==> src/rtl/dac_upd_pkg.sv <==
package dac_upd_pkg;
  localparam int unsigned MIN_PERIOD = 4;
  typedef enum logic {EDGE_RISE = 1'b0, EDGE_FALL = 1'b1} edge_pol_e;
endpackage

==> src/rtl/dac_upd_edge_sel.sv <==
module dac_upd_edge_sel #(
  parameter int unsigned N_PIN       = 8,
  parameter int unsigned SYNC_STAGES = 2,
  localparam int unsigned SEL_W      = (N_PIN > 1) ? $clog2(N_PIN) : 1
) (
  input  logic             clk_i,
  input  logic             rst_ni,
  input  logic [N_PIN-1:0] pin_i,
  input  logic [SEL_W-1:0] pin_sel_i,
  input  dac_upd_pkg::edge_pol_e pol_i,
  output logic             edge_o
);
  logic [N_PIN-1:0] sync_q [SYNC_STAGES];
  logic             lvl, prev_q;

  for (genvar s = 0; s < SYNC_STAGES; s++) begin : g_sync
    always_ff @(posedge clk_i or negedge rst_ni) begin
      if (!rst_ni) sync_q[s] <= '0;
      else if (s == 0) sync_q[s] <= pin_i;
      else sync_q[s] <= sync_q[(s == 0) ? 0 : s-1];
    end
  end

  // Polarity folded in so that one rising detector covers both edges.
  assign lvl = sync_q[SYNC_STAGES-1][pin_sel_i] ^ (pol_i == dac_upd_pkg::EDGE_FALL);

  always_ff @(posedge clk_i or negedge rst_ni) begin
    if (!rst_ni) prev_q <= 1'b0;
    else prev_q <= lvl;
  end

  assign edge_o = lvl & ~prev_q;


  edge_single_chk: assert property (@(posedge clk_i) disable iff (!rst_ni)
    edge_o |=> !edge_o);
endmodule

==> src/rtl/dac_upd_timer.sv <==
module dac_upd_timer #(
  parameter int unsigned CNT_W = 16
) (
  input  logic             clk_i,
  input  logic             rst_ni,
  input  logic             start_i,
  input  logic             stop_i,
  input  logic             fire_i,
  input  logic [CNT_W-1:0] interval_i,
  input  logic [CNT_W-1:0] buf_cnt_i,
  output logic             tick_o
);
  localparam logic [CNT_W-1:0] MIN_P = CNT_W'(dac_upd_pkg::MIN_PERIOD);

  logic [CNT_W-1:0] period, cnt_q, remain_q;
  logic             running_q;

  assign period = (interval_i < MIN_P) ? MIN_P : interval_i;

  always_ff @(posedge clk_i or negedge rst_ni) begin
    if (!rst_ni) begin
      running_q <= 1'b0;
      cnt_q     <= '0;
      remain_q  <= '0;
    end else if (stop_i) begin
      running_q <= 1'b0;
    end else if (start_i) begin
      running_q <= 1'b1;
      cnt_q     <= period - CNT_W'(1);
      remain_q  <= buf_cnt_i;
    end else if (running_q) begin
      if (cnt_q == '0) begin
        cnt_q <= period - CNT_W'(1);
        if (fire_i && remain_q == CNT_W'(1)) running_q <= 1'b0;
        if (fire_i && remain_q != '0) remain_q <= remain_q - CNT_W'(1);
      end else begin
        cnt_q <= cnt_q - CNT_W'(1);
      end
    end
  end

  // A stop in the expiry cycle wins over the update.
  assign tick_o = running_q & (cnt_q == '0) & ~stop_i;


  stop_halts_chk: assert property (@(posedge clk_i) disable iff (!rst_ni)
    stop_i |=> !tick_o);

  buf_exhaust_chk: assert property (@(posedge clk_i) disable iff (!rst_ni)
    (fire_i && remain_q == CNT_W'(1) && !start_i) |=> !running_q);
endmodule

==> src/rtl/dac_upd_pulse.sv <==
module dac_upd_pulse #(
  parameter int unsigned PULSE_CYC = 2,
  localparam int unsigned PW_W     = $clog2(PULSE_CYC + 1)
) (
  input  logic clk_i,
  input  logic rst_ni,
  input  logic fire_i,
  output logic strobe_o,
  output logic pin_n_o,
  output logic overrun_o
);
  logic [PW_W-1:0] pw_q;
  logic            busy, accept;

  assign busy   = (pw_q != '0);
  assign accept = fire_i & ~busy;

  always_ff @(posedge clk_i or negedge rst_ni) begin
    if (!rst_ni) begin
      pw_q      <= '0;
      strobe_o  <= 1'b0;
      overrun_o <= 1'b0;
    end else begin
      strobe_o <= accept;
      if (accept) pw_q <= PW_W'(PULSE_CYC);
      else if (busy) pw_q <= pw_q - PW_W'(1);
      if (fire_i && busy) overrun_o <= 1'b1;
    end
  end

  assign pin_n_o = ~busy;


  strobe_low_chk: assert property (@(posedge clk_i) disable iff (!rst_ni)
    strobe_o |-> !pin_n_o);

  fall_has_strobe_chk: assert property (@(posedge clk_i) disable iff (!rst_ni)
    $fell(pin_n_o) |-> strobe_o);

  overrun_sticky_chk: assert property (@(posedge clk_i) disable iff (!rst_ni)
    overrun_o |=> overrun_o);
endmodule

==> src/rtl/dac_update_gen.sv <==
module dac_update_gen #(
  parameter int unsigned N_PIN       = 8,
  parameter int unsigned CNT_W       = 16,
  parameter int unsigned PULSE_CYC   = 2,
  parameter int unsigned SYNC_STAGES = 2,
  localparam int unsigned SEL_W      = (N_PIN > 1) ? $clog2(N_PIN) : 1
) (
  input  logic             clk_i,
  input  logic             rst_ni,
  input  logic             start_i,
  input  logic [N_PIN-1:0] pin_i,
  input  logic [SEL_W-1:0] pin_sel_i,
  input  logic             pol_i,
  input  logic             src_ext_i,
  input  logic [CNT_W-1:0] interval_i,
  input  logic [CNT_W-1:0] buf_cnt_i,
  input  logic             sw_stop_i,
  input  logic             posted_i,
  input  logic             pin_oe_en_i,
  output logic             dac_strobe_o,
  output logic             upd_n_o,
  output logic             upd_oe_o,
  output logic             overrun_o
);
  logic ext_edge, int_tick, int_fire, upd_fire;

  dac_upd_edge_sel #(.N_PIN(N_PIN), .SYNC_STAGES(SYNC_STAGES)) u_edge (
    .clk_i, .rst_ni, .pin_i, .pin_sel_i,
    .pol_i (dac_upd_pkg::edge_pol_e'(pol_i)),
    .edge_o(ext_edge)
  );

  assign int_fire = int_tick & posted_i;

  dac_upd_timer #(.CNT_W(CNT_W)) u_timer (
    .clk_i, .rst_ni,
    .start_i   (start_i & ~src_ext_i),
    .stop_i    (sw_stop_i),
    .fire_i    (int_fire),
    .interval_i, .buf_cnt_i,
    .tick_o    (int_tick)
  );

  assign upd_fire = posted_i & (src_ext_i ? ext_edge : int_tick);

  dac_upd_pulse #(.PULSE_CYC(PULSE_CYC)) u_pulse (
    .clk_i, .rst_ni,
    .fire_i   (upd_fire),
    .strobe_o (dac_strobe_o),
    .pin_n_o  (upd_n_o),
    .overrun_o(overrun_o)
  );

  always_ff @(posedge clk_i or negedge rst_ni) begin
    if (!rst_ni) upd_oe_o <= 1'b0;
    else upd_oe_o <= pin_oe_en_i;
  end


  no_posted_no_strobe_chk: assert property (@(posedge clk_i) disable iff (!rst_ni)
    !posted_i |=> !dac_strobe_o);
endmodule

==> config.mk <==
export PLATFORM = sky130hd
export DESIGN_NAME = dac_update_gen
export DESIGN_NICKNAME = d
export VERILOG_FILES = /design/src/rtl/dac_upd_pkg.sv /design/src/rtl/dac_upd_edge_sel.sv /design/src/rtl/dac_upd_timer.sv /design/src/rtl/dac_upd_pulse.sv /design/src/rtl/dac_update_gen.sv
export SDC_FILE = /design/constraint.sdc
export NUM_CORES = 1
export LEC_CHECK = 0
export ABC_AREA = 1
export CAP_MARGIN = 25
export CORE_MARGIN = 2
export CORE_UTILIZATION = 40
export CTS_CLUSTER_DIAMETER = 30
export DETAILED_ROUTE_END_ITERATION = 10
export PLACE_DENSITY = 0.7
export REMOVE_ABC_BUFFERS = 1
export SETUP_SLACK_MARGIN = 0.05
export SLEW_MARGIN = 20
export SYNTH_ARGS = -nofsm -noshare
export SYNTH_HDL_FRONTEND = slang
export SYNTH_HIERARCHICAL = 1
export SYNTH_SLANG_ARGS = --single-unit
==> constraint.sdc <==
create_clock -name clk_i -period 2.79 [get_ports clk_i]
set_input_delay 0.558 -clock clk_i [delete_from_list [all_inputs] [get_ports clk_i]]
set_output_delay 0.558 -clock clk_i [all_outputs]
set_load 0.005 [all_outputs]
==> results_dict.tcl <==
set metrics [dict create \
    synthDistinctLibCells 33 \
    finalCriticalPeriod_ps 2360 \
    reg2reg_from "u_timer/cnt_q[3]$_DFFE_PN0P_" \
    tritoncts "built" \
    syn_to_final_growth_pct 21.9 \
    core-area_sq_mm 0.00859 \
    met1_usage 0.227 \
    hold_buffers 0 \
    synth_area_per_cell_sq_um 6.87 \
    use_met2 0.299 \
    r2r_cells 12 \
    end_kind "flip-flop" \
    hold_viol_final 0 \
    leakagePower_nw 2.04 \
    timing.setup.tns_ps 0 \
    cts.repair.resized 0 \
    slew_headroom 0.540 \
    whs_path_depth 0 \
    hold_slack_ps 351 \
    die_h_um 97.6 \
    finish.instance_area_sq_mm 0.00427 \
    r2r_slack_ps 530 \
    place_area_sq_mm 0.00417 \
    worstMarginPinSlew_ps 690 \
    cts_setup_buffers 0 \
    clock-sinks 55 \
    gr-total-overflow 0 \
    hold_start "u_edge/sync_q[11]$_DFF_PN0_" \
    hpwl_um 6030 \
    place_inst 670 \
    yosys-top-cells-area "dfrtp_1 (39%), nand2_1 (17%), inv_1 (7.2%)" \
    grt_pass1_vias 3044 \
    max_cap_violations 0 \
    via_count 3354 \
    layout_common_cells "nand2_1 (162), inv_1 (67), nor2_1 (55), dfrtp_1 (55), clkdlybuf4s50_1 (53)" \
    ir_drop_mv 0.297 \
    cp_max_fo 5 \
    gr-usage-met3 0.0259 \
    numCtsBuffers 5 \
    yosysSeqAreaShare 0.393 \
    layout_commonest_cell "nand2_1" \
    rsz0062_at_grt "false" \
    path_class "in2reg" \
    fp.dieW_um 97.6 \
    antenna_found_initial 0 \
    rows 34 \
    hold_path_end "u_edge/sync_q[3]$_DFF_PN0_" \
    grt_max_degree 56 \
    start_kind "input pin" \
    synth_top_area_share 0.393 \
    setup_viol 0 \
    dieArea_sq_mm 0.00952 \
    power.density_mw_per_mm2 544 \
    hold_class "reg2reg" \
    final_antenna_net_count 0 \
    io_pins 55 \
    clock-skew-final_ps 6.82 \
    yosys.area.top_type "dfrtp_1" \
    cp.required_ps 3000 \
    wl_per_cell_um 11.7 \
    drc 0 \
    drtIter0Drc 176 \
    syn_area_sq_mm 0.00350 \
    cts.path.max_buffers 2 \
    clock_latency_ps 310 \
    root_buffer "clkbuf_8" \
    period_share 0.845 \
    cp.arrival_ps 2570 \
    r2r_end "u_timer/remain_q[12]$_DFFE_PN0P_" \
    viasPerCell 4.95 \
    slew_violations 0 \
    synth.ff_latch_count 55 \
    timing.fmax_mhz 424 \
    final_cells 678 \
    status "completed" \
    place_congestion 0.912 \
    cts_max_level 2 \
    syn_inst 510 \
    initial_core_util 0.408 \
    utilization 0.497 \
    nets 627 \
    drt-pass1-iter-count 4 \
    grt_first_pass_wirelength_um 13700 \
    grt_busiest_layer "met2" \
    drive_above_1_share 0.0702 \
    wl_um 7930 \
    path_clk_slew_ps 110 \
    track_usage 0.172 \
    portBuffers 54 \
    yosysWarnings 6 \
    num_antenna_cells 0 \
]
[state kept, by name, indices dropped and copies added (netlist names)]
| signal | flops |
|---|---|
| u_pulse/pw_q | 2 |
| u_edge/sync_q | 16 |
| upd_oe_o | 1 |
| u_timer/remain_q | 16 |
| u_timer/cnt_q | 16 |
| u_edge/prev_q | 1 |
| u_pulse/overrun_o | 1 |
| u_pulse/strobe_o | 1 |
| u_timer/running_q | 1 |
[report_power, final]
group          leakage, nW  internal (W)  switching (W)
registers            0.662      0.000944       0.000133
clock network       0.0463      0.000185       0.000283
logic                 1.33      0.000329       0.000449
total                 2.04       0.00146       0.000865
[kinds of logic (layout without fill, tap and decap cells)]
| kind of cell | Yosys count | after routing | synth area share |
|---|---|---|---|
| simple gates | 303 | 303 | 0.375 |
| xor+xnor | 8 | 8 | 0.0200 |
| buf+inv | 80 | 140 | 0.0929 |
| flops | 55 | 55 | 0.393 |
| compound gates | 57 | 57 | 0.0946 |
| fa+ha+maj | 7 | 7 | 0.0250 |
[worst max-delay path: stages]
cell and delay [ps]:
clkdlybuf4s50_1 460, nor2_1 240, nand2_1 120, nor2_1 100
nand2_1 90, nand2_1 90, ha_1 220, nand3_1 110
nor2_1 250, nand3_1 110, nand2_1 80, nand2_1 50
nand2_1 50, nand2_1 40
[worst max path at each step]
stage,cells after the start,slack [ps],endpoint,from
floorplan,9,-40,u_timer/remain_q[12]$_DFFE_PN0P_,start_i
global placement,14,210,u_timer/cnt_q[10]$_DFFE_PN0P_,interval_i[7]
detailed placement,14,110,u_timer/cnt_q[10]$_DFFE_PN0P_,interval_i[7]
CTS,14,460,u_timer/cnt_q[10]$_DFFE_PN0P_,interval_i[7]
global route,14,230,u_timer/cnt_q[10]$_DFFE_PN0P_,interval_i[7]
finish,14,430,u_timer/cnt_q[10]$_DFFE_PN0P_,interval_i[7]
[cell type report]
cell class,instances,area (sq um)
clock inverter,3,27.5
multi-input combinational,375,1800
sequential,55,1380
clock buffer,5,68.8
inverter,71,272
tap,108,135
fill,848,4320
timing repair buffer,61,588
[per-stage QoR]
stage | setup WS, ps | total power [W]
finish | 433 | 0.00232
global route | 231 | 0.00252
CTS | 459 | 0.00235
detailed placement | 110 | 0.00187
global placement | 207 | 0.00184
floorplan | -40.7 | 0.00161
[metal layers]
layer  share of wire  vias up
met5               0        -
met4           0.012        0
met3           0.029        6
met2            0.50       59
met1            0.46     1544
li1                -     1745
[Yosys cell counts]
cell type / count
a21oi_4: 1
inv_2: 3
a31oi_1: 7
nand3_2: 3
nand4_1: 10
nor2_4: 3
buf_1: 1
nor2_2: 7
nand2_1: 162
clkinv_4: 1
o211ai_1: 4
o21ai_0: 26
or2_2: 1
ha_1: 7
nor3_1: 7
o22ai_1: 2
a21oi_2: 1
xor2_1: 3
inv_1: 67
buf_6: 2
nand3_1: 50
dfrtp_1: 55
xnor2_1: 5
buf_2: 4
a21oi_1: 7
nand2_4: 1
o21bai_1: 2
o21ai_1: 5
nor2_1: 55
o31ai_1: 2
nand2_2: 3
or2_1: 1
clkbuf_1: 2
No activity file was read; power rests on OpenSTA's default activity.
